`src/rtl/adc_cache_pkg.sv`:
```
package adc_cache_pkg;
   localparam int CONV_CH_W = 7;
   localparam int RESULT_W  = 10;

   typedef enum logic [1:0] {
      SEQ_IDLE   = 2'd0,
      SEQ_CMD    = 2'd1,
      SEQ_RSP_HI = 2'd2,
      SEQ_RSP_LO = 2'd3
   } seq_state_t;

   function automatic logic [7:0] build_cmd(input logic [CONV_CH_W-1:0] conv_ch);
      return {conv_ch, 1'b1};
   endfunction

   function automatic logic [RESULT_W-1:0] join_result(input logic [7:0] hi,
                                                       input logic [1:0] lo);
      return {hi, lo};
   endfunction
endpackage

```
`src/rtl/adc_chan_store.sv`:
```
module adc_chan_store #(
   parameter int NUM_CH   = 4,
   parameter int TICK_W   = 16,
   parameter int VAL_W    = 10,
   localparam int IDX_W   = (NUM_CH > 1) ? $clog2(NUM_CH) : 1
) (
   input  logic              clk,
   input  logic              rst_n,
   input  logic [IDX_W-1:0]  rd_idx,
   output logic [TICK_W-1:0] rd_deadline,
   output logic              rd_valid,
   output logic [VAL_W-1:0]  rd_data,
   input  logic              clr_en,
   input  logic [IDX_W-1:0]  clr_idx,
   input  logic              wr_en,
   input  logic [IDX_W-1:0]  wr_idx,
   input  logic [TICK_W-1:0] wr_deadline,
   input  logic [VAL_W-1:0]  wr_data
);
   logic [TICK_W-1:0] dl_q   [NUM_CH];
   logic [VAL_W-1:0]  data_q [NUM_CH];
   logic [NUM_CH-1:0] vld_q;

   for (genvar g = 0; g < NUM_CH; g++) begin : g_entry
      always_ff @(posedge clk) begin
         if (!rst_n) begin
            dl_q[g]   <= '0;
            data_q[g] <= '0;
            vld_q[g]  <= 1'b0;
         end else if (wr_en && wr_idx == IDX_W'(g)) begin
            dl_q[g]   <= wr_deadline;
            data_q[g] <= wr_data;
            vld_q[g]  <= 1'b1;
         end else if (clr_en && clr_idx == IDX_W'(g)) begin
            dl_q[g]   <= '0;
         end
      end
   end

   always_comb begin
      rd_deadline = '0;
      rd_data     = '0;
      rd_valid    = 1'b0;
      for (int i = 0; i < NUM_CH; i++) begin
         if (rd_idx == IDX_W'(i)) begin
            rd_deadline = dl_q[i];
            rd_data     = data_q[i];
            rd_valid    = vld_q[i];
         end
      end
   end
endmodule

```
`src/rtl/adc_deadline_cmp.sv`:
```
module adc_deadline_cmp #(
   parameter int TICK_W    = 16,
   parameter bit WRAP_SAFE = 1'b1
) (
   input  logic [TICK_W-1:0] tick,
   input  logic [TICK_W-1:0] deadline,
   output logic              passed
);
   if (WRAP_SAFE) begin : g_wrap
      logic [TICK_W-1:0] diff;
      always_comb begin
         diff   = tick - deadline;
         passed = !diff[TICK_W-1] && (diff != '0);
      end
   end else begin : g_plain
      always_comb passed = (tick > deadline);
   end
endmodule

```
`src/rtl/adc_conv_seq.sv`:
```
module adc_conv_seq
   import adc_cache_pkg::*;
#(
   parameter int NUM_CH  = 4,
   parameter int TICK_W  = 16,
   parameter int REFRESH = 40,
   localparam int IDX_W  = (NUM_CH > 1) ? $clog2(NUM_CH) : 1
) (
   input  logic                 clk,
   input  logic                 rst_n,
   input  logic [TICK_W-1:0]    tick,
   input  logic                 req_valid,
   input  logic                 req_force,
   input  logic [IDX_W-1:0]     req_chan,
   input  logic                 dl_passed,
   input  logic                 rd_valid,
   input  logic [RESULT_W-1:0]  rd_data,
   input  logic [CONV_CH_W-1:0] conv_num,
   output logic [IDX_W-1:0]     cur_chan,
   output logic                 busy,
   output logic                 cmd_valid,
   output logic [7:0]           cmd_byte,
   input  logic                 rsp_valid,
   input  logic [7:0]           rsp_byte,
   output logic                 ready,
   output logic [RESULT_W-1:0]  value,
   output logic                 clr_en,
   output logic                 wr_en,
   output logic [TICK_W-1:0]    wr_deadline,
   output logic [RESULT_W-1:0]  wr_data
);
   seq_state_t       state_q;
   logic [7:0]       hi_q;
   logic             need_conv;

   always_comb begin
      busy        = (state_q != SEQ_IDLE);
      need_conv   = req_force || !rd_valid || dl_passed;
      cmd_valid   = (state_q == SEQ_CMD);
      cmd_byte    = build_cmd(conv_num);
      clr_en      = !busy && req_valid && req_force;
      wr_en       = (state_q == SEQ_RSP_LO) && rsp_valid;
      wr_data     = join_result(hi_q, rsp_byte[1:0]);
      wr_deadline = tick + TICK_W'(REFRESH);
   end

   always_ff @(posedge clk) begin
      if (!rst_n) begin
         state_q  <= SEQ_IDLE;
         hi_q     <= '0;
         cur_chan <= '0;
         ready    <= 1'b0;
         value    <= '0;
      end else begin
         ready <= 1'b0;
         unique case (state_q)
            SEQ_IDLE: begin
               if (req_valid) begin
                  cur_chan <= req_chan;
                  if (need_conv) begin
                     state_q <= SEQ_CMD;
                  end else begin
                     ready <= 1'b1;
                     value <= rd_data;
                  end
               end
            end
            SEQ_CMD: state_q <= SEQ_RSP_HI;
            SEQ_RSP_HI: begin
               if (rsp_valid) begin
                  hi_q    <= rsp_byte;
                  state_q <= SEQ_RSP_LO;
               end
            end
            SEQ_RSP_LO: begin
               if (rsp_valid) begin
                  ready   <= 1'b1;
                  value   <= wr_data;
                  state_q <= SEQ_IDLE;
               end
            end
            default: state_q <= SEQ_IDLE;
         endcase
      end
   end
endmodule

```
`src/rtl/adc_cache_reader.sv`:
```
module adc_cache_reader
   import adc_cache_pkg::*;
#(
   parameter int NUM_CH    = 4,
   parameter int TICK_W    = 16,
   parameter int TICK_RATE = 100,
   parameter bit WRAP_SAFE = 1'b1,
   parameter logic [NUM_CH*CONV_CH_W-1:0] CH_MAP = {7'd6, 7'd5, 7'd0, 7'd2},
   localparam int CH_IDX_W = (NUM_CH > 1) ? $clog2(NUM_CH) : 1,
   localparam int REFRESH  = TICK_RATE * 2 / 5
) (
   input  logic                clk,
   input  logic                rst_n,
   input  logic [TICK_W-1:0]   tick,
   input  logic                req_valid,
   input  logic                req_force,
   input  logic [CH_IDX_W-1:0] req_chan,
   output logic                cmd_valid,
   output logic [7:0]          cmd_byte,
   input  logic                rsp_valid,
   input  logic [7:0]          rsp_byte,
   output logic                ready,
   output logic [RESULT_W-1:0] value
);
   if (NUM_CH < 1) begin : g_bad_ch
      $error("NUM_CH must be at least 1");
   end
   if (TICK_W < 8) begin : g_bad_tick
      $error("TICK_W must be at least 8");
   end
   if (REFRESH < 1 || REFRESH >= (2 ** (TICK_W - 1))) begin : g_bad_refresh
      $error("REFRESH must be positive and below half the tick range");
   end

   logic [CH_IDX_W-1:0]  cur_chan;
   logic [CH_IDX_W-1:0]  rd_idx;
   logic                 busy;
   logic [TICK_W-1:0]    rd_deadline;
   logic                 rd_valid;
   logic [RESULT_W-1:0]  rd_data;
   logic                 dl_passed;
   logic [CONV_CH_W-1:0] conv_num;
   logic                 clr_en;
   logic                 wr_en;
   logic [TICK_W-1:0]    wr_deadline;
   logic [RESULT_W-1:0]  wr_data;

   always_comb begin
      rd_idx   = busy ? cur_chan : req_chan;
      conv_num = CH_MAP[cur_chan*CONV_CH_W +: CONV_CH_W];
   end

   adc_chan_store #(.NUM_CH(NUM_CH), .TICK_W(TICK_W), .VAL_W(RESULT_W)) i_store (
      .clk(clk), .rst_n(rst_n),
      .rd_idx(rd_idx), .rd_deadline(rd_deadline), .rd_valid(rd_valid), .rd_data(rd_data),
      .clr_en(clr_en), .clr_idx(req_chan),
      .wr_en(wr_en), .wr_idx(cur_chan), .wr_deadline(wr_deadline), .wr_data(wr_data)
   );

   adc_deadline_cmp #(.TICK_W(TICK_W), .WRAP_SAFE(WRAP_SAFE)) i_cmp (
      .tick(tick), .deadline(rd_deadline), .passed(dl_passed)
   );

   adc_conv_seq #(.NUM_CH(NUM_CH), .TICK_W(TICK_W), .REFRESH(REFRESH)) i_seq (
      .clk(clk), .rst_n(rst_n), .tick(tick),
      .req_valid(req_valid), .req_force(req_force), .req_chan(req_chan),
      .dl_passed(dl_passed), .rd_valid(rd_valid), .rd_data(rd_data),
      .conv_num(conv_num), .cur_chan(cur_chan), .busy(busy),
      .cmd_valid(cmd_valid), .cmd_byte(cmd_byte),
      .rsp_valid(rsp_valid), .rsp_byte(rsp_byte),
      .ready(ready), .value(value),
      .clr_en(clr_en), .wr_en(wr_en), .wr_deadline(wr_deadline), .wr_data(wr_data)
   );
endmodule

```
`config.mk`:
```
export PLATFORM = sky130hd
export DESIGN_NAME = adc_cache_reader
export DESIGN_NICKNAME = d
export VERILOG_FILES = /design/src/rtl/adc_cache_pkg.sv /design/src/rtl/adc_chan_store.sv /design/src/rtl/adc_deadline_cmp.sv /design/src/rtl/adc_conv_seq.sv /design/src/rtl/adc_cache_reader.sv
export SDC_FILE = /design/constraint.sdc
export NUM_CORES = 1
export LEC_CHECK = 0
export ABC_AREA = 1
export BUFFER_PORTS_ARGS = -buffer_cell sky130_fd_sc_hd__buf_2
export CORE_MARGIN = 2
export CORE_UTILIZATION = 34
export DETAILED_ROUTE_END_ITERATION = 10
export GPL_TIMING_DRIVEN = 0
export PLACE_DENSITY_LB_ADDON = 0.3
export SLEW_MARGIN = 20
export SYNTH_ARGS = -nofsm -noshare
export SYNTH_HDL_FRONTEND = slang
export SYNTH_SLANG_ARGS = --single-unit
```
`constraint.sdc`:
```
create_clock -name clk -period 4.1 [get_ports clk]
set_clock_uncertainty 0.05 [all_clocks]
set_input_delay 0.82 -clock clk [delete_from_list [all_inputs] [get_ports clk]]
set_output_delay 0.82 -clock clk [all_outputs]
set_load 0.02 [all_outputs]
```
==> impl_summary.log <==
INFO  metric dieWidth = 148.2 µm
INFO  metric via_per_inst = 4.817
INFO  metric ys_dominant_reg_cell = sky130_fd_sc_hd__edfxtp_1
INFO  metric drt-wirelength-per-cell = 15.34 µm
INFO  metric chipHeight = 148.2 µm
INFO  metric ys_top_cells_by_area = sky130_fd_sc_hd__edfxtp_1 (44%), sky130_fd_sc_hd__nand2_1 (10%), sky130_fd_sc_hd__nor2_1 (7.7%), sky130_fd_sc_hd__dfxtp_1 (7.6%), sky130_fd_sc_hd__inv_1 (4.6%)
INFO  metric synth-seq-cells = 131
INFO  metric cts_max_path_buffers = 2
INFO  metric nFillCells = 2031
INFO  metric route.antenna.remaining_nets = 0
INFO  metric postLayoutCoreUtil = 43.18%
INFO  metric cpPeakStageDelay = 0.36 ns
INFO  metric max_freq = 0.2512 GHz
INFO  metric drt_first_pass_iters = 4
INFO  metric yosysWarningCount = 0
INFO  metric final_max_slew_viol_count = 0
INFO  metric post-synth-top-area-fraction = 44.18%
INFO  metric synth_area = 7069 µm²
INFO  metric yosys.area.top_type = sky130_fd_sc_hd__edfxtp_1
INFO  metric hp-start = i_store.vld_q[2]
INFO  metric final_design_area_no_fill = 8765 µm²
INFO  metric grt_setup_unrepaired = yes
INFO  metric async_reset_ff_share = 0%
INFO  metric number_of_clock_sinks_seen_by_cts = 131
INFO  metric mostFrequentLayoutCell = sky130_fd_sc_hd__nand2_1
INFO  metric synth_enable_flop_cells = 104
INFO  metric worst_ep_arrival_time = 4.25 ns
INFO  metric worst_setup_hold_path_clk_slew = 0.05 ns
INFO  metric cts_root_buffer = sky130_fd_sc_hd__clkbuf_16
INFO  metric setup_viol = 0
INFO  metric syn_avg_cell_area = 8.717 µm²
INFO  metric timing.max_cap.violations = 0
INFO  metric count_of_different_cell_masters_after_synthesis = 44
INFO  metric cts_tree = yes
INFO  metric final_hold_viol_count = 0
INFO  metric timing_worst_slew_pin_value = 0.7280 ns
INFO  metric floorplan.core_area = 20300 µm²
INFO  metric peak_fanout_along_the_critical_path = 8
INFO  metric peakVddDrop = 0.4189 mV
INFO  metric fin_crit = 3.980 ns
INFO  metric area_occupied_by_multi_input_gates = 3069 µm²
INFO  metric holdCritPathClass = flip-flop to flip-flop
INFO  metric start_util = 34.82%
INFO  metric numCtsBuffers = 17
INFO  metric place.detailed.hpwl = 12780 µm
INFO  metric grt-ovfl-total = 0
INFO  metric nNetsFinal = 971
INFO  metric outcome = finished clean
INFO  metric totalWireLength = 18370 µm
INFO  metric fin_setup_tns = 0 ns
INFO  metric total_grt_usage = 17.08%
INFO  metric ys_seq_area_share = 51.82%
INFO  metric worstSetupPathType = flip-flop to flip-flop
INFO  metric placement.io_buffers = 44
INFO  metric maxSlewHeadroom = 51.47%
INFO  metric critical-path-top-delay-family = simple AND/OR/NAND/NOR gates
INFO  metric layoutNonFillerInstCount = 1197
INFO  metric drc = 0
INFO  metric layout.area.seq = 3669 µm²
INFO  metric hold_slack_final = 0.4010 ns
INFO  metric dieArea = 21960 µm²
INFO  metric cp-end-kind = flip-flop
INFO  metric gp_routability_congestion = 0.8439
INFO  metric worst_case_register_to_register_setup_slack = 0.12 ns
INFO  metric cellPowerDensity = 704.1 nW/µm²
INFO  metric critical_register_to_register_path_endpoint = i_seq.value[7]
INFO  metric antenna_violations_before_repair = 0
INFO  metric placed_cells_incl_taps = 1128
INFO  metric antenna_cells = 0
INFO  metric first_iter_violations = 374
INFO  metric grt_start_max_net_pins = 19
INFO  metric layout-drive-gt1-share = 22.76%
INFO  metric htree_levels = 4
INFO  metric cts_hold_buf = 0
INFO  metric min_delay_worst_endpoint = i_store.vld_q[2]
INFO  metric leakage_power = 3.712 nW
INFO  metric areaGrowthSynthToFinish = 23.98%
INFO  metric dpl-instance-area = 7639 µm²
INFO  metric detailroute.via_count = 5766
INFO  metric clk_latency = 0.42 ns
INFO  metric period_share = 97.08%
INFO  metric number_of_instances_in_the_synthesized_netlist = 811
INFO  metric grt_pass1_vias = 5282
INFO  metric rows = 52
INFO  metric grt_first_pass_wirelength = 28750 µm
INFO  metric timing.critical_path.required = 4.37 ns
INFO  metric crit_path_top_delay_cell = sky130_fd_sc_hd__dfxtp_2
INFO  metric worstPathBufferInverterCount = 8
INFO  metric worstReg2RegStart = i_seq.state_q[0]
INFO  metric top_level_ports = 51
INFO  metric most_frequent_cells_in_the_layout = sky130_fd_sc_hd__nand2_1 (178), sky130_fd_sc_hd__nor2_1 (139), sky130_fd_sc_hd__edfxtp_1 (104)
INFO  metric setup.worst_path.start_class = flip-flop
INFO  metric min_path_cells = 2
INFO  metric worst_case_reg_to_reg_path_depth = 28
area by class of cell:
cell class	instances	area share, %
plain buffers	30	2.227
clock buffers	28	6.010
clock inverters	4	0.5139
inverters	92	4.325
multi-input cells	559	35.02
flip-flops and latches	131	41.86
well taps	270	3.854
repair buffers	82	6.138
repair inverters	1	0.05710
flip-flops by register name (all words and copies together) (netlist names):
name            cells
i_seq.hi_q          8
i_seq.value        10
i_store.vld_q       4
i_store.dl_q       64
i_store.data_q     40
i_seq.cur_chan      2
i_seq.ready         1
i_seq.state_q       2
cells in the mapped netlist, types with 2 or more instances:
cell type,instances
sky130_fd_sc_hd__clkbuf_1,17
sky130_fd_sc_hd__ha_1,25
sky130_fd_sc_hd__inv_1,86
sky130_fd_sc_hd__a22o_1,3
sky130_fd_sc_hd__a31o_2,4
sky130_fd_sc_hd__buf_2,4
sky130_fd_sc_hd__buf_6,3
sky130_fd_sc_hd__inv_2,3
sky130_fd_sc_hd__nand4_1,12
sky130_fd_sc_hd__nand2_4,2
sky130_fd_sc_hd__nor2_1,145
sky130_fd_sc_hd__a41oi_1,5
sky130_fd_sc_hd__o21ai_0,33
sky130_fd_sc_hd__conb_1,2
sky130_fd_sc_hd__nand3b_1,3
sky130_fd_sc_hd__nand2_1,189
sky130_fd_sc_hd__buf_1,2
sky130_fd_sc_hd__nand2_2,2
sky130_fd_sc_hd__and2_1,2
sky130_fd_sc_hd__buf_4,6
sky130_fd_sc_hd__nor2_4,2
sky130_fd_sc_hd__a221oi_1,3
sky130_fd_sc_hd__a21oi_1,36
sky130_fd_sc_hd__o21ai_4,2
sky130_fd_sc_hd__nand3_2,10
sky130_fd_sc_hd__a21oi_2,11
sky130_fd_sc_hd__xnor2_1,2
sky130_fd_sc_hd__xor2_1,9
sky130_fd_sc_hd__nor4_1,2
sky130_fd_sc_hd__edfxtp_1,104
sky130_fd_sc_hd__dfxtp_1,27
sky130_fd_sc_hd__nand3_1,36
sky130_fd_sc_hd__o22ai_1,8
routing by layer:
metal  track usage, %  vias to the layer above  part of all wire [%]
met4            4.810                        0                   1.1
met2            27.20                      151                    47
li1                 -                     2896                     -
met5                0                        -                     0
met1            23.91                     2699                    47
met3            3.160                       20                   4.5
through the flow:
step | power [W] | setup slack, ns
4_1_cts | 0.005724 | 0.005740
2_1_floorplan | 0.003451 | 0.08353
6_report | 0.006172 | 0.1196
3_5_place_dp | 0.004105 | -1.233
5_1_grt | 0.006596 | -0.1277
3_3_place_gp | 0.004080 | -1.251
how the worst max path moves through the flow:
| stage | to | from | slack (ns) | cells past startpoint |
|---|---|---|---|---|
| finish | i_seq.value[7] | i_seq.state_q[0] | 0.12 | 28 |
| global route | i_seq.value[7] | i_seq.state_q[1] | -0.13 | 28 |
| CTS | i_seq.value[3] | i_seq.state_q[0] | 0.006 | 27 |
| detailed placement | i_seq.value[3] | req_chan[1] | -1.23 | 27 |
| global placement | i_seq.value[5] | req_chan[1] | -1.25 | 27 |
| floorplan | i_seq.value[1] | i_seq.state_q[0] | 0.08 | 28 |
power breakdown:
part / internal, W / switching [W]
sequential: 0.00156 / 0.0000562
combinational: 0.00121 / 0.00189
clock: 0.000928 / 0.000531
total: 0.00370 / 0.00247
worst register-to-register path: cells and delay by family, from the launching register on:
kind	cells	cell delay (ns)
simple gates	14	1.47
buf+inv	8	0.93
compound gates	4	0.68
fa+ha+maj	2	0.38
flops	1	0.36
cells by family after synthesis:
family | count (synthesis) | synth area share, %
flip-flops | 131 | 51.82
buffers and inverters | 124 | 7.398
XOR/XNOR | 11 | 1.363
AND/OR/NAND/NOR | 408 | 24.73
adder cells (fa/ha/maj) | 26 | 4.708
other | 2 | 0.1062
AO/OA/AOI/OAI | 109 | 9.876
what timing repair did:
item / CTS / global route
gates resized for setup: 20 / 57
buffers inserted: 14 / 23
setup endpoints to repair: 13 / 13
pin swaps: 7 / 24
hold endpoints to repair: 0 / 0
cloned: 0 / 2
No activity file was read; power rests on OpenSTA's default activity.
